===== src/rtl/rdbus_pkg.sv =====
// Shared helpers for the pipelined read slave.
// Assumes: an 8-bit maximal-length LFSR is enough to spread read delays.
package rdbus_pkg;

    typedef logic [7:0] lfsr_t;

    // Advance an 8-bit Fibonacci LFSR (taps 8,6,5,4) by one step.
    function automatic lfsr_t lfsr_step(input lfsr_t cur);
        return {cur[6:0], cur[7] ^ cur[5] ^ cur[4] ^ cur[3]};
    endfunction

endpackage


===== src/rtl/rdbus_regfile.sv =====
// Register bank: 2**ADDR_W words, one write port, one combinational read port.
// Assumes: the caller qualifies we with chip select and stall.
module rdbus_regfile #(
    parameter int DATA_W = 32,
    parameter int ADDR_W = 3
) (
    input  logic              clk,
    input  logic              rst_n,
    input  logic              we,
    input  logic [ADDR_W-1:0] waddr,
    input  logic [DATA_W-1:0] wdata,
    input  logic [ADDR_W-1:0] raddr,
    output logic [DATA_W-1:0] rdata
);
    localparam int NREG = 1 << ADDR_W;

    logic [DATA_W-1:0] words [NREG];

    for (genvar i = 0; i < NREG; i++) begin : g_word
        // Hold one word; clear on reset, load on a matching write.
        always_ff @(posedge clk) begin
            if (!rst_n)
                words[i] <= '0;
            else if (we && waddr == ADDR_W'(i))
                words[i] <= wdata;
        end
    end

    // Read mux.
    assign rdata = words[raddr];

endmodule


===== src/rtl/rdbus_lat_gen.sv =====
// Per-read delay source: a constant LAT, or a pseudo-random 1..VAR_MAX.
// Assumes: advance pulses once for each taken read.
module rdbus_lat_gen
    import rdbus_pkg::*;
#(
    parameter bit   FIXED_LAT = 1'b1,
    parameter int   LAT       = 6,
    parameter int   VAR_MAX   = 4,
    parameter int   DLY_W     = 3,
    parameter lfsr_t SEED     = 8'hA5
) (
    input  logic             clk,
    input  logic             rst_n,
    input  logic             advance,
    output logic [DLY_W-1:0] dly
);
    lfsr_t lfsr_q;
    logic [DLY_W-1:0] var_dly;

    // Step the generator once per taken read.
    always_ff @(posedge clk) begin
        if (!rst_n)
            lfsr_q <= SEED;
        else if (advance)
            lfsr_q <= lfsr_step(lfsr_q);
    end

    // Fold the LFSR state into the range 1..VAR_MAX.
    assign var_dly = DLY_W'((32'(lfsr_q) % VAR_MAX) + 1);

    // Select the delay that matches the latency mode.
    assign dly = FIXED_LAT ? DLY_W'(LAT) : var_dly;

    // Delay must stay within the allowed window.
    assert_dly_range_R6: assert property (@(posedge clk) disable iff (!rst_n)
        (dly >= DLY_W'(1)) && (FIXED_LAT || dly <= DLY_W'(VAR_MAX)));

endmodule


===== src/rtl/rdbus_rtn_q.sv =====
// In-order return queue: DEPTH slots, each holding captured read data and a
// countdown. The oldest slot is released once its countdown reaches zero;
// younger slots count down meanwhile but never overtake it.
// Assumes: push is never raised while full; push_dly >= 1.
module rdbus_rtn_q #(
    parameter int DATA_W = 32,
    parameter int DEPTH  = 4,
    parameter int DLY_W  = 3
) (
    input  logic                         clk,
    input  logic                         rst_n,
    input  logic                         push,
    input  logic [DATA_W-1:0]            push_data,
    input  logic [DLY_W-1:0]             push_dly,
    output logic                         full,
    output logic [$clog2(DEPTH+1)-1:0]   occ,
    output logic                         rvalid,
    output logic [DATA_W-1:0]            rdata
);
    localparam int PTR_W = (DEPTH > 1) ? $clog2(DEPTH) : 1;
    localparam int OCC_W = $clog2(DEPTH+1);

    logic [PTR_W-1:0]  wr_ptr, rd_ptr;
    logic [OCC_W-1:0]  occ_q;
    logic              pop;
    logic [DATA_W-1:0] slot_data [DEPTH];
    logic [DLY_W-1:0]  slot_cnt  [DEPTH];
    logic [DEPTH-1:0]  slot_vld;

    for (genvar i = 0; i < DEPTH; i++) begin : g_slot
        logic [DATA_W-1:0] s_data;
        logic [DLY_W-1:0]  s_cnt;
        logic              s_vld;

        // Load on push, free on release, otherwise count down.
        always_ff @(posedge clk) begin
            if (!rst_n) begin
                s_vld  <= 1'b0;
                s_cnt  <= '0;
                s_data <= '0;
            end else if (push && wr_ptr == PTR_W'(i)) begin
                s_vld  <= 1'b1;
                s_cnt  <= push_dly - DLY_W'(1);
                s_data <= push_data;
            end else if (pop && rd_ptr == PTR_W'(i)) begin
                s_vld  <= 1'b0;
            end else if (s_vld && s_cnt != '0) begin
                s_cnt  <= s_cnt - DLY_W'(1);
            end
        end

        assign slot_data[i] = s_data;
        assign slot_cnt[i]  = s_cnt;
        assign slot_vld[i]  = s_vld;
    end

    // The oldest entry leaves once its countdown has expired.
    assign pop  = slot_vld[rd_ptr] && slot_cnt[rd_ptr] == '0;
    assign full = occ_q == OCC_W'(DEPTH);
    assign occ  = occ_q;

    // Advance the ring pointers and the occupancy count.
    always_ff @(posedge clk) begin
        if (!rst_n) begin
            wr_ptr <= '0;
            rd_ptr <= '0;
            occ_q  <= '0;
        end else begin
            if (push)
                wr_ptr <= (wr_ptr == PTR_W'(DEPTH-1)) ? '0 : wr_ptr + 1'b1;
            if (pop)
                rd_ptr <= (rd_ptr == PTR_W'(DEPTH-1)) ? '0 : rd_ptr + 1'b1;
            occ_q <= occ_q + OCC_W'(push) - OCC_W'(pop);
        end
    end

    // Register the released beat onto the response outputs.
    always_ff @(posedge clk) begin
        if (!rst_n) begin
            rvalid <= 1'b0;
            rdata  <= '0;
        end else begin
            rvalid <= pop;
            if (pop)
                rdata <= slot_data[rd_ptr];
        end
    end

    // Occupancy never exceeds the number of slots.
    assert_no_overflow_R7: assert property (@(posedge clk) disable iff (!rst_n)
        occ_q <= OCC_W'(DEPTH));

    // No push may land on a full queue.
    assert_push_room_R7: assert property (@(posedge clk) disable iff (!rst_n)
        push |-> !full);

    // A beat only appears if an entry was held before it.
    assert_beat_has_entry_R4: assert property (@(posedge clk) disable iff (!rst_n)
        rvalid |-> $past(occ_q) != '0);

endmodule


===== src/rtl/rdbus_slave.sv =====
// Pipelined read bus slave. Commands are taken under a wait-request
// handshake; read data is copied into an in-order return queue at acceptance
// and returned later as a single rvalid beat.
// Assumes: the master holds its command while wait_req is high and never
// raises rd and wr together.
module rdbus_slave
    import rdbus_pkg::*;
#(
    parameter int    DATA_W    = 32,
    parameter int    ADDR_W    = 3,
    parameter int    MAX_PEND  = 4,
    parameter bit    FIXED_LAT = 1'b1,
    parameter int    LAT       = 6,
    parameter int    VAR_MAX   = 4,
    parameter lfsr_t SEED      = 8'hA5
) (
    input  logic              clk,
    input  logic              rst_n,
    input  logic              cs,
    input  logic [ADDR_W-1:0] addr,
    input  logic              rd,
    input  logic              wr,
    input  logic [DATA_W-1:0] wdata,
    output logic              wait_req,
    output logic [DATA_W-1:0] rdata,
    output logic              rvalid
);
    localparam int MAXD  = (LAT > VAR_MAX) ? LAT : VAR_MAX;
    localparam int DLY_W = $clog2(MAXD + 1);
    localparam int OCC_W = $clog2(MAX_PEND + 1);

    logic              q_full;
    logic [OCC_W-1:0]  q_occ;
    logic              rd_take, wr_take;
    logic [DATA_W-1:0] reg_rdata;
    logic [DLY_W-1:0]  read_dly;

    // Stall only a selected read that finds the queue full.
    assign wait_req = cs && rd && q_full;
    assign rd_take  = cs && rd && !q_full;
    assign wr_take  = cs && wr && !rd;

    rdbus_regfile #(
        .DATA_W (DATA_W),
        .ADDR_W (ADDR_W)
    ) u_regs (
        .clk   (clk),
        .rst_n (rst_n),
        .we    (wr_take),
        .waddr (addr),
        .wdata (wdata),
        .raddr (addr),
        .rdata (reg_rdata)
    );

    rdbus_lat_gen #(
        .FIXED_LAT (FIXED_LAT),
        .LAT       (LAT),
        .VAR_MAX   (VAR_MAX),
        .DLY_W     (DLY_W),
        .SEED      (SEED)
    ) u_lat (
        .clk     (clk),
        .rst_n   (rst_n),
        .advance (rd_take),
        .dly     (read_dly)
    );

    rdbus_rtn_q #(
        .DATA_W (DATA_W),
        .DEPTH  (MAX_PEND),
        .DLY_W  (DLY_W)
    ) u_rtn (
        .clk       (clk),
        .rst_n     (rst_n),
        .push      (rd_take),
        .push_data (reg_rdata),
        .push_dly  (read_dly),
        .full      (q_full),
        .occ       (q_occ),
        .rvalid    (rvalid),
        .rdata     (rdata)
    );

    // Deselected slave never stalls the master.
    assert_cs_gate_R8: assert property (@(posedge clk) disable iff (!rst_n)
        !cs |-> !wait_req);

    // First cycle out of reset is quiet.
    assert_reset_quiet_R1: assert property (@(posedge clk) disable iff (!rst_n)
        !$past(rst_n) |-> (!rvalid && q_occ == '0));

    // A stall means four reads really are outstanding.
    assert_stall_full_R7: assert property (@(posedge clk) disable iff (!rst_n)
        wait_req |-> q_occ == OCC_W'(MAX_PEND));

endmodule


===== config.mk =====
export PLATFORM = sky130hd
export DESIGN_NAME = rdbus_slave
export DESIGN_NICKNAME = d
export VERILOG_FILES = /design/src/rtl/rdbus_pkg.sv /design/src/rtl/rdbus_regfile.sv /design/src/rtl/rdbus_lat_gen.sv /design/src/rtl/rdbus_rtn_q.sv /design/src/rtl/rdbus_slave.sv
export SDC_FILE = /design/constraint.sdc
export NUM_CORES = 1
export LEC_CHECK = 0
export BUFFER_PORTS_ARGS = -buffer_cell sky130_fd_sc_hd__buf_2
export CAP_MARGIN = 20
export CORE_MARGIN = 1.5
export CORE_UTILIZATION = 35
export CTS_CLUSTER_DIAMETER = 60
export CTS_CLUSTER_SIZE = 12
export DETAILED_ROUTE_END_ITERATION = 8
export GPL_TIMING_DRIVEN = 0
export MAX_ROUTING_LAYER = met4
export PLACE_DENSITY_LB_ADDON = 0.15
export REMOVE_ABC_BUFFERS = 1
export SLEW_MARGIN = 20
export SYNTH_ARGS = -nofsm -noshare
export SYNTH_HDL_FRONTEND = slang
export SYNTH_SLANG_ARGS = --single-unit

===== constraint.sdc =====
create_clock -name clk -period 5.3 [get_ports clk]
set_input_delay 0.53 -clock clk [delete_from_list [all_inputs] [get_ports clk]]
set_output_delay 0.53 -clock clk [all_outputs]
set_load 0.01 [all_outputs]

==> results of run 1 <==
cells in the final DEF (no fill, tap or decap), types with 18 or more instances in the layout:
cell type,netlist,routed
sky130_fd_sc_hd__a21oi_1,45,41
sky130_fd_sc_hd__and2_1,258,258
sky130_fd_sc_hd__buf_16,0,30
sky130_fd_sc_hd__buf_2,18,70
sky130_fd_sc_hd__clkbuf_16,0,48
sky130_fd_sc_hd__dfxtp_1,184,182
sky130_fd_sc_hd__edfxtp_1,256,256
sky130_fd_sc_hd__ha_1,18,18
sky130_fd_sc_hd__inv_1,27,26
sky130_fd_sc_hd__mux2i_1,33,33
sky130_fd_sc_hd__mux4_2,96,96
sky130_fd_sc_hd__nand2_1,210,210
sky130_fd_sc_hd__o21ai_0,137,131
per-stage QoR:
| step | utilization (%) | area, um^2 | power [W] | instances | TNS [ns] |
|---|---|---|---|---|---|
| floorplan | - | 18200 | 0.00431 | 1356 | 0 |
| global placement | 37.0 | 19400 | 0.00459 | 2117 | -902.92 |
| detailed placement | 39.3 | 20700 | 0.00468 | 2161 | 0 |
| CTS | 42.1 | 22100 | 0.00791 | 2236 | 0 |
| global route | 42.1 | 22100 | 0.00811 | 2242 | 0 |
| finish | 42.1 | 22100 | 0.00778 | 2242 | 0 |
state kept, by name, indices dropped and copies added (netlist names):
register,cells
u_regs.words,256
u_rtn.g_slot.s_cnt,12
u_rtn.g_slot.s_data,128
u_rtn.g_slot.s_vld,4
u_rtn.occ,3
u_rtn.rd_ptr,2
u_rtn.rdata,32
u_rtn.rvalid,1
u_rtn.wr_ptr,2
layout make-up:
cell class | instances | area (um^2) | share of cell area [%]
sequential | 440 | 11400 | 51.4
multi-input combinational | 888 | 6950 | 31.4
timing repair buffer | 117 | 1370 | 6.18
clock buffer | 61 | 1290 | 5.83
tap | 688 | 861 | 3.89
clock inverter | 14 | 175 | 0.791
inverter | 28 | 105 | 0.475
antenna | 6 | 15.0 | 0.0678
layer usage:
metal | GRT usage [%] | part of all wire, % | vias up
li1 | - | - | 5353
met1 | 23.7 | 44 | 5629
met2 | 29.2 | 49 | 233
met3 | 3.42 | 5.3 | 48
met4 | 4.71 | 1.5 | 0
met5 | - | 0 | -
power groups by stage:
stage / sequential, W / combinational [W] / clock, W
6_report: 0.00387 / 0.000718 / 0.00319
3_5_place_dp: 0.00395 / 0.000734 / 0
2_1_floorplan: 0.00393 / 0.000379 / 0
4_1_cts: 0.00388 / 0.000736 / 0.00329
3_3_place_gp: 0.00396 / 0.000628 / 0
5_1_grt: 0.00389 / 0.000788 / 0.00343
kinds of logic (layout without fill, tap and decap cells):
kind of cell             after synthesis  count (layout)  synth area share, %
AO/OA/AOI/OAI                        219             219                 6.74
XOR/XNOR                               3               3                0.141
adder cells (fa/ha/maj)               19              19                 1.32
buffers and inverters                119             220                 2.62
flip-flops                           440             440                 61.2
multiplexers                         129             129                 13.4
other                                  0               6                    0
AND/OR/NAND/NOR                      518             518                 14.6
synthesized netlist by cell type, types with 2 or more instances:
| cell | count |
|---|---|
| sky130_fd_sc_hd__nor3_1 | 6 |
| sky130_fd_sc_hd__edfxtp_1 | 256 |
| sky130_fd_sc_hd__buf_4 | 2 |
| sky130_fd_sc_hd__inv_1 | 27 |
| sky130_fd_sc_hd__a21oi_1 | 45 |
| sky130_fd_sc_hd__ha_1 | 18 |
| sky130_fd_sc_hd__nand4_1 | 2 |
| sky130_fd_sc_hd__o21ai_1 | 6 |
| sky130_fd_sc_hd__xnor2_1 | 3 |
| sky130_fd_sc_hd__and2_1 | 258 |
| sky130_fd_sc_hd__mux2i_1 | 33 |
| sky130_fd_sc_hd__or4b_4 | 2 |
| sky130_fd_sc_hd__a311oi_1 | 4 |
| sky130_fd_sc_hd__o31ai_1 | 2 |
| sky130_fd_sc_hd__o21ai_0 | 137 |
| sky130_fd_sc_hd__or3_1 | 5 |
| sky130_fd_sc_hd__nor2_1 | 12 |
| sky130_fd_sc_hd__nand2_1 | 210 |
| sky130_fd_sc_hd__o211ai_1 | 3 |
| sky130_fd_sc_hd__o311ai_0 | 3 |
| sky130_fd_sc_hd__nand3_1 | 9 |
| sky130_fd_sc_hd__o221ai_1 | 3 |
| sky130_fd_sc_hd__or2_2 | 2 |
| sky130_fd_sc_hd__buf_1 | 3 |
| sky130_fd_sc_hd__dfxtp_1 | 184 |
| sky130_fd_sc_hd__o21ai_4 | 2 |
| sky130_fd_sc_hd__nor4_2 | 2 |
| sky130_fd_sc_hd__mux4_2 | 96 |
| sky130_fd_sc_hd__clkbuf_1 | 67 |
| sky130_fd_sc_hd__o221a_2 | 2 |
| sky130_fd_sc_hd__a21boi_0 | 4 |
| sky130_fd_sc_hd__buf_2 | 18 |
| sky130_fd_sc_hd__nand2b_1 | 3 |
how the worst max path moves through the flow:
stage | slack, ns | cells past startpoint | end
after detailed placement | 1.15 | 12 | u_rtn.occ[2]
after CTS | 1.12 | 12 | u_rtn.occ[2]
after floorplan | 0.79 | 10 | u_rtn.occ[2]
after global placement | -3.31 | 3 | u_regs.words[1][10]
after global routing | 0.93 | 12 | u_rtn.occ[2]
final | 1.24 | 12 | u_rtn.occ[2]
==> metrics.log, run 1 <==
INFO  metric outcome = finished clean
INFO  metric reg2regPathDepth = 12
INFO  metric tritoncts = done
INFO  metric grt_pass1_vias = 11400
INFO  metric comb_power_share = roughly 9%
INFO  metric crit_arrival = 4.51 ns
INFO  metric critPathRequiredTime = 5.75 ns
INFO  metric sequential_element_share_of_the_synthesized_area = 61.2%
INFO  metric yosys.cell_types.count = ~50
INFO  metric gp_congestion = 0.726
INFO  metric synth-edff-count = 256
INFO  metric max_cap_viol_count = 0
INFO  metric synth_area_leaders = sky130_fd_sc_hd__edfxtp_1 41%, sky130_fd_sc_hd__dfxtp_1 20%, sky130_fd_sc_hd__mux4_2 12%
INFO  metric critPathBufInv = 3
INFO  metric fp.dieW = ~230 um
INFO  metric kind_of_path_behind_the_tightest_hold_check = input port to flip-flop
INFO  metric finalSetupViolCount = 0
INFO  metric reg2reg_slack = about 1.2 ns
INFO  metric ctsLongestPathBuffers = 3
INFO  metric detailroute.via_count = 11300
INFO  metric drt_iter0_drc = 779
INFO  metric dp_wirelength = ~30000 um
INFO  metric crit-reg2reg-capture = u_rtn.occ[2]
INFO  metric cts-buffers-inserted = 47
INFO  metric netSwitchingPower = 0.00184 W
INFO  metric synth.largest_area_cell = sky130_fd_sc_hd__edfxtp_1
INFO  metric core-area = 52600 um^2
INFO  metric fin_crit = 4.06 ns
INFO  metric switching_share = 23.7%
INFO  metric post_synth.cell_area_avg = 12.8 um^2
INFO  metric power.ir.vdd_worst = approximately 0.23 mV
INFO  metric p_per_area = 351 nW/um^2
INFO  metric r2r-start = u_rtn.rd_ptr[0]
INFO  metric avgRoutedWirePerCell = approximately 21 um
INFO  metric crit_family = simple AND/OR/NAND/NOR gates
INFO  metric clock_sinks = 440
INFO  metric maximum_number_of_pins_on_one_net_before_global_route_repair = 44
INFO  metric grt_pass1_wl = 71600 um
INFO  metric drive_gt1_share = just over 20%
INFO  metric p_leak = approximately 7.8 nW
INFO  metric fmaxAchievable = approximately 250 MHz
INFO  metric worstPathMaxFanout = 41
INFO  metric postSynthCellCount = about 1400
INFO  metric netlist.area_leader.share = 41.4%
INFO  metric timing_worst_setup_path_type = flip-flop to flip-flop
INFO  metric ctsRootBufferMaster = sky130_fd_sc_hd__clkbuf_16
INFO  metric final.setup.worst_slack = 1.24 ns
INFO  metric fillCellCount = around 4900
INFO  metric drt.antenna.violating_nets = 0
INFO  metric worst_slew_pin_slew = just over 1 ns
INFO  metric p_seq_share = 49.8%
INFO  metric yosys_warnings = 0
INFO  metric hold_depth = 2
INFO  metric path_cells = nand2_1 > nor4_2 > o22ai_4 > buf_16 > inv_2 > ha_1 > inv_1 > ha_1 > fa_1 > xnor2_1 > xnor2_1 > nor2_1
INFO  metric internal-power = between 0.005 and 0.006 W
INFO  metric post_cts_buffers = 0
INFO  metric postCtsResizedCells = 0
INFO  metric most_used_dff_post_synth = sky130_fd_sc_hd__edfxtp_1
INFO  metric nNetsFinal = around 1600
INFO  metric place_worst_setup_slack = 1.15 ns
INFO  metric end_kind = flip-flop
INFO  metric worstSkewPairLatency = 0.59 ns
INFO  metric cts_htree_levels = 2
INFO  metric timing_max_transition_violations_final = 0
INFO  metric syn_area = 18600 um^2
INFO  metric first_pass_iters = 5
INFO  metric timing.critical_path.slowest_cell_delay = 0.80 ns
INFO  metric antenna_found_initial = 6
INFO  metric holdCritStartpoint = wdata[21]
INFO  metric floorplan.rows = between 80 and 90
INFO  metric drcViolationCount = 0
INFO  metric final-hold-violation-count = 0
INFO  metric asyncSetResetFlopFracSynth = 0%
INFO  metric holdPathEnd = u_regs.words[5][21]
INFO  metric dieHeight = approximately 230 um
INFO  metric clkPwrFrac = 41.0%
INFO  metric cp-startpoint = u_rtn.rd_ptr[0]
INFO  metric grt_use_total = 18.2%
INFO  metric worst_setup_hold_path_clk_slew = 0.06 ns
INFO  metric timing.slew.headroom = 30.7%
INFO  metric starting_density_of_the_core = 35.4%
INFO  metric routed_wl = 46700 um
INFO  metric floorplan.die_area = 54500 um^2
INFO  metric cts-hold-fix-buffers = 0
INFO  metric ioPinCount = 74
INFO  metric overflow = 0
INFO  metric yosys_register_bits = 440
INFO  metric rsz0062_at_grt = no
INFO  metric critical-path-slowest-cell = sky130_fd_sc_hd__dfxtp_4
INFO  metric timing.final.crit_share = 76.7%
INFO  metric numPortBuffers = 73
INFO  metric worst_clock_skew = 0.0250 ns
INFO  metric critPathLaunchType = flip-flop
INFO  metric routed_via_density = 5.02
INFO  metric areaGrowthSynthToFinish = 19.2%
INFO  metric whs = 0.304 ns
Note: power is estimated with default switching activity, not from simulation.
==> run 2: changes to the inputs <==
clock period = 4.1 ns   (was 5.3 ns; I/O delays follow)
==> run 2 against run 1 <==
- critical path depth stayed put
- via count up 0.43%
- count of clock-buffer cells in the layout is the same
- utilization grew 0.057 points
- worst setup slack worse by 0.84 ns
- global-route usage barely moved
- combinational power is 32% higher
- total power is 29% higher
- non-clock buffer count is 1 higher
- sequential power up 29%
- critical path type unchanged
- largest power group unchanged
==> metrics.log, run 2 (same netlist as run 1, synthesis figures left out) <==
INFO  metric critical-path-slowest-cell = sky130_fd_sc_hd__ha_1 (was sky130_fd_sc_hd__dfxtp_4)
INFO  metric ctsRootBufferMaster = sky130_fd_sc_hd__clkbuf_16 (unchanged)
INFO  metric power.ir.vdd_worst = 0.301 mV (was 0.226 mV)
INFO  metric areaGrowthSynthToFinish = 19.3% (was 19.2%)
INFO  metric rsz0062_at_grt = no (unchanged)
INFO  metric tritoncts = done (unchanged)
INFO  metric path_cells = buf_16 > o21ai_4 > o22ai_4 > buf_16 > clkinv_2 > ha_1 > inv_1 > ha_1 > fa_1 > xnor2_1 > xnor2_1 > nor2_1 (was nand2_1 > nor4_2 > o22ai_4 > buf_16 > inv_2 > ha_1 > inv_1 > ha_1 > fa_1 > xnor2_1 > xnor2_1 > nor2_1)
INFO  metric overflow = 0 (unchanged)
INFO  metric reg2regPathDepth = 12 (unchanged)
INFO  metric gp_congestion = 0.726 (unchanged)
INFO  metric floorplan.die_area = 54500 um^2 (unchanged)
INFO  metric fin_crit = 3.70 ns (was 4.06 ns)
INFO  metric outcome = finished clean (unchanged)
INFO  metric critPathBufInv = 4 (was 3)
INFO  metric ctsLongestPathBuffers = 3 (unchanged)
INFO  metric final_cell_count_no_fill = 2243 (was 2242)
INFO  metric worstPathMaxFanout = 34 (was 41)
INFO  metric ioPinCount = 74 (unchanged)
INFO  metric timing.critical_path.slowest_cell_delay = 0.50 ns (was 0.80 ns)
INFO  metric crit_family = adder cells (was simple AND/OR/NAND/NOR gates)
INFO  metric nNetsFinal = 1582 (was 1581)
INFO  metric kind_of_path_behind_the_tightest_hold_check = input port to flip-flop (unchanged)
INFO  metric dieHeight = 233 um (unchanged)
INFO  metric placed_area = 20700 um^2 (unchanged)
INFO  metric finalInstanceArea = 22200 um^2 (was 22100 um^2)
INFO  metric cts-hold-fix-buffers = 0 (unchanged)
INFO  metric routed_wl = 46800 um (was 46700 um)
INFO  metric grt_pass1_wl = 71600 um (about the same)
INFO  metric crit_arrival = 4.15 ns (was 4.51 ns)
INFO  metric whs = 0.183 ns (was 0.304 ns)
INFO  metric timing_worst_setup_path_type = flip-flop to flip-flop (unchanged)
INFO  metric first_pass_iters = 7 (was 5)
INFO  metric top_regs = u_regs.words x256, u_rtn.g_slot.s_data x128, u_rtn.rdata x32 (unchanged)
INFO  metric routed_via_density = 5.04 (was 5.02)
INFO  metric numPortBuffers = 73 (unchanged)
INFO  metric starting_density_of_the_core = 35.4% (unchanged)
INFO  metric p_per_area = 454 nW/um^2 (was 351 nW/um^2)
INFO  metric layout_common_cells = 258 x sky130_fd_sc_hd__and2_1, 256 x sky130_fd_sc_hd__edfxtp_1, 210 x sky130_fd_sc_hd__nand2_1, 182 x sky130_fd_sc_hd__dfxtp_1, 131 x sky130_fd_sc_hd__o21ai_0 (unchanged)
INFO  metric final-hold-violation-count = 0 (unchanged)
INFO  metric timing.slew.headroom = 30.2% (was 30.7%)
INFO  metric worst_clock_skew = 0.0255 ns (was 0.0250 ns)
INFO  metric detailroute.via_count = 11300 (about the same)
INFO  metric drt.antenna.violating_nets = 0 (unchanged)
INFO  metric dp_wirelength = 30100 um (unchanged)
INFO  metric hold_depth = 2 (unchanged)
INFO  metric largest_reg_flops = 256 (unchanged)
INFO  metric grt_pass1_vias = 11400 (about the same)
INFO  metric antenna_found_initial = 6 (unchanged)
INFO  metric drt_iter0_drc = 839 (was 779)
INFO  metric fp.dieW = 233 um (unchanged)
INFO  metric max_cap_viol_count = 0 (unchanged)
INFO  metric drcViolationCount = 0 (unchanged)
INFO  metric worst_setup_hold_path_clk_slew = 0.06 ns (about the same)
INFO  metric fmaxAchievable = 270 MHz (was 246 MHz)
INFO  metric cp_num_cells = 12 (unchanged)
INFO  metric grt_use_total = 18.2% (about the same)
INFO  metric drive_gt1_share = 20.8% (was 20.7%)
INFO  metric timing.setup.tns = 0 ns (unchanged)
INFO  metric timing_max_transition_violations_final = 0 (unchanged)
INFO  metric cts_htree_levels = 2 (unchanged)
INFO  metric maximum_number_of_pins_on_one_net_before_global_route_repair = 44 (unchanged)
INFO  metric clock_sinks = 440 (unchanged)
INFO  metric critPathLaunchType = flip-flop (unchanged)
INFO  metric avgRoutedWirePerCell = 20.9 um (was 20.8 um)
INFO  metric core-area = 52600 um^2 (unchanged)
INFO  metric cts-buffers-inserted = 47 (unchanged)
INFO  metric total_power = 0.0101 W (was 0.00778 W)
INFO  metric floorplan.rows = 84 (unchanged)
INFO  metric end_kind = flip-flop (unchanged)
INFO  metric worst_slew_pin_slew = 1.04 ns (was 1.03 ns)
INFO  metric timing.final.crit_share = 90.2% (was 76.7%)
INFO  metric largest-register = u_regs.words (unchanged)
INFO  metric worstSkewPairLatency = 0.59 ns (about the same)
INFO  metric p_leak = 7.83 nW (was 7.82 nW)
INFO  metric critPathRequiredTime = 4.55 ns (was 5.75 ns)
INFO  metric post-place-cells = 2161 (unchanged)
INFO  metric layout.cells.most_common = sky130_fd_sc_hd__and2_1 (unchanged)
INFO  metric finalSetupViolCount = 0 (unchanged)
-- run 2: changes by cell type in the layout (fill, tap and decap cells not counted) --
cell | before | now
sky130_fd_sc_hd__nor4_2 | 2 | 1
sky130_fd_sc_hd__clkinv_2 | 2 | 3
sky130_fd_sc_hd__buf_12 | 1 | 2
sky130_fd_sc_hd__nor4_4 | 0 | 1
sky130_fd_sc_hd__inv_2 | 2 | 1
-- run 2: layout make-up --
type	instances	area (um^2)
fill	4901	30400
sequential	440	11400
multi-input combinational	888	6960
timing repair buffer	118	1390
clock buffer	61	1290
tap	688	861
clock inverter	14	175
inverter	28	106
antenna	6	15.0
-- run 2: worst paths after layout --
kind	start	end	slack (ns)
min reg2reg	u_rtn.rdata[19]	u_rtn.rdata[19]	0.45
max	u_rtn.rd_ptr[1]	u_rtn.occ[2]	0.40
max reg2reg	u_rtn.rd_ptr[1]	u_rtn.occ[2]	0.40
min	wdata[25]	u_regs.words[1][25]	0.18
-- run 2: what timing repair did --
item	in CTS	in global routing
hold endpoints to repair	0	0
setup buffers	0	1
setup endpoints to repair	1	1
resized for setup	1	1
-- run 2: per-layer routing --
metal	track usage, %	part of all wire, %	vias up	wire length [um]
met5	-	0	-	0
met1	23.8	44	5665	20800
met2	29.2	49	245	22800
li1	-	-	5354	-
met4	4.71	1.5	0	702
met3	3.42	5.4	47	2510
-- run 2: power by group --
group	leakage, nW	total [W]	internal [W]	switching (W)
Sequential	3.93	0.00499	0.00489	0.000101
Clock	0.713	0.00413	0.00240	0.00173
Combinational	3.19	0.000951	0.000398	0.000554
-- run 2: per-stage QoR --
step,util (%),worst slack (ns)
after CTS,42.1,0.111
after global placement,37.0,-4.39
final,42.2,0.401
after detailed placement,39.3,-0.0480
after global routing,42.2,0.0789
after floorplan,-,-0.407
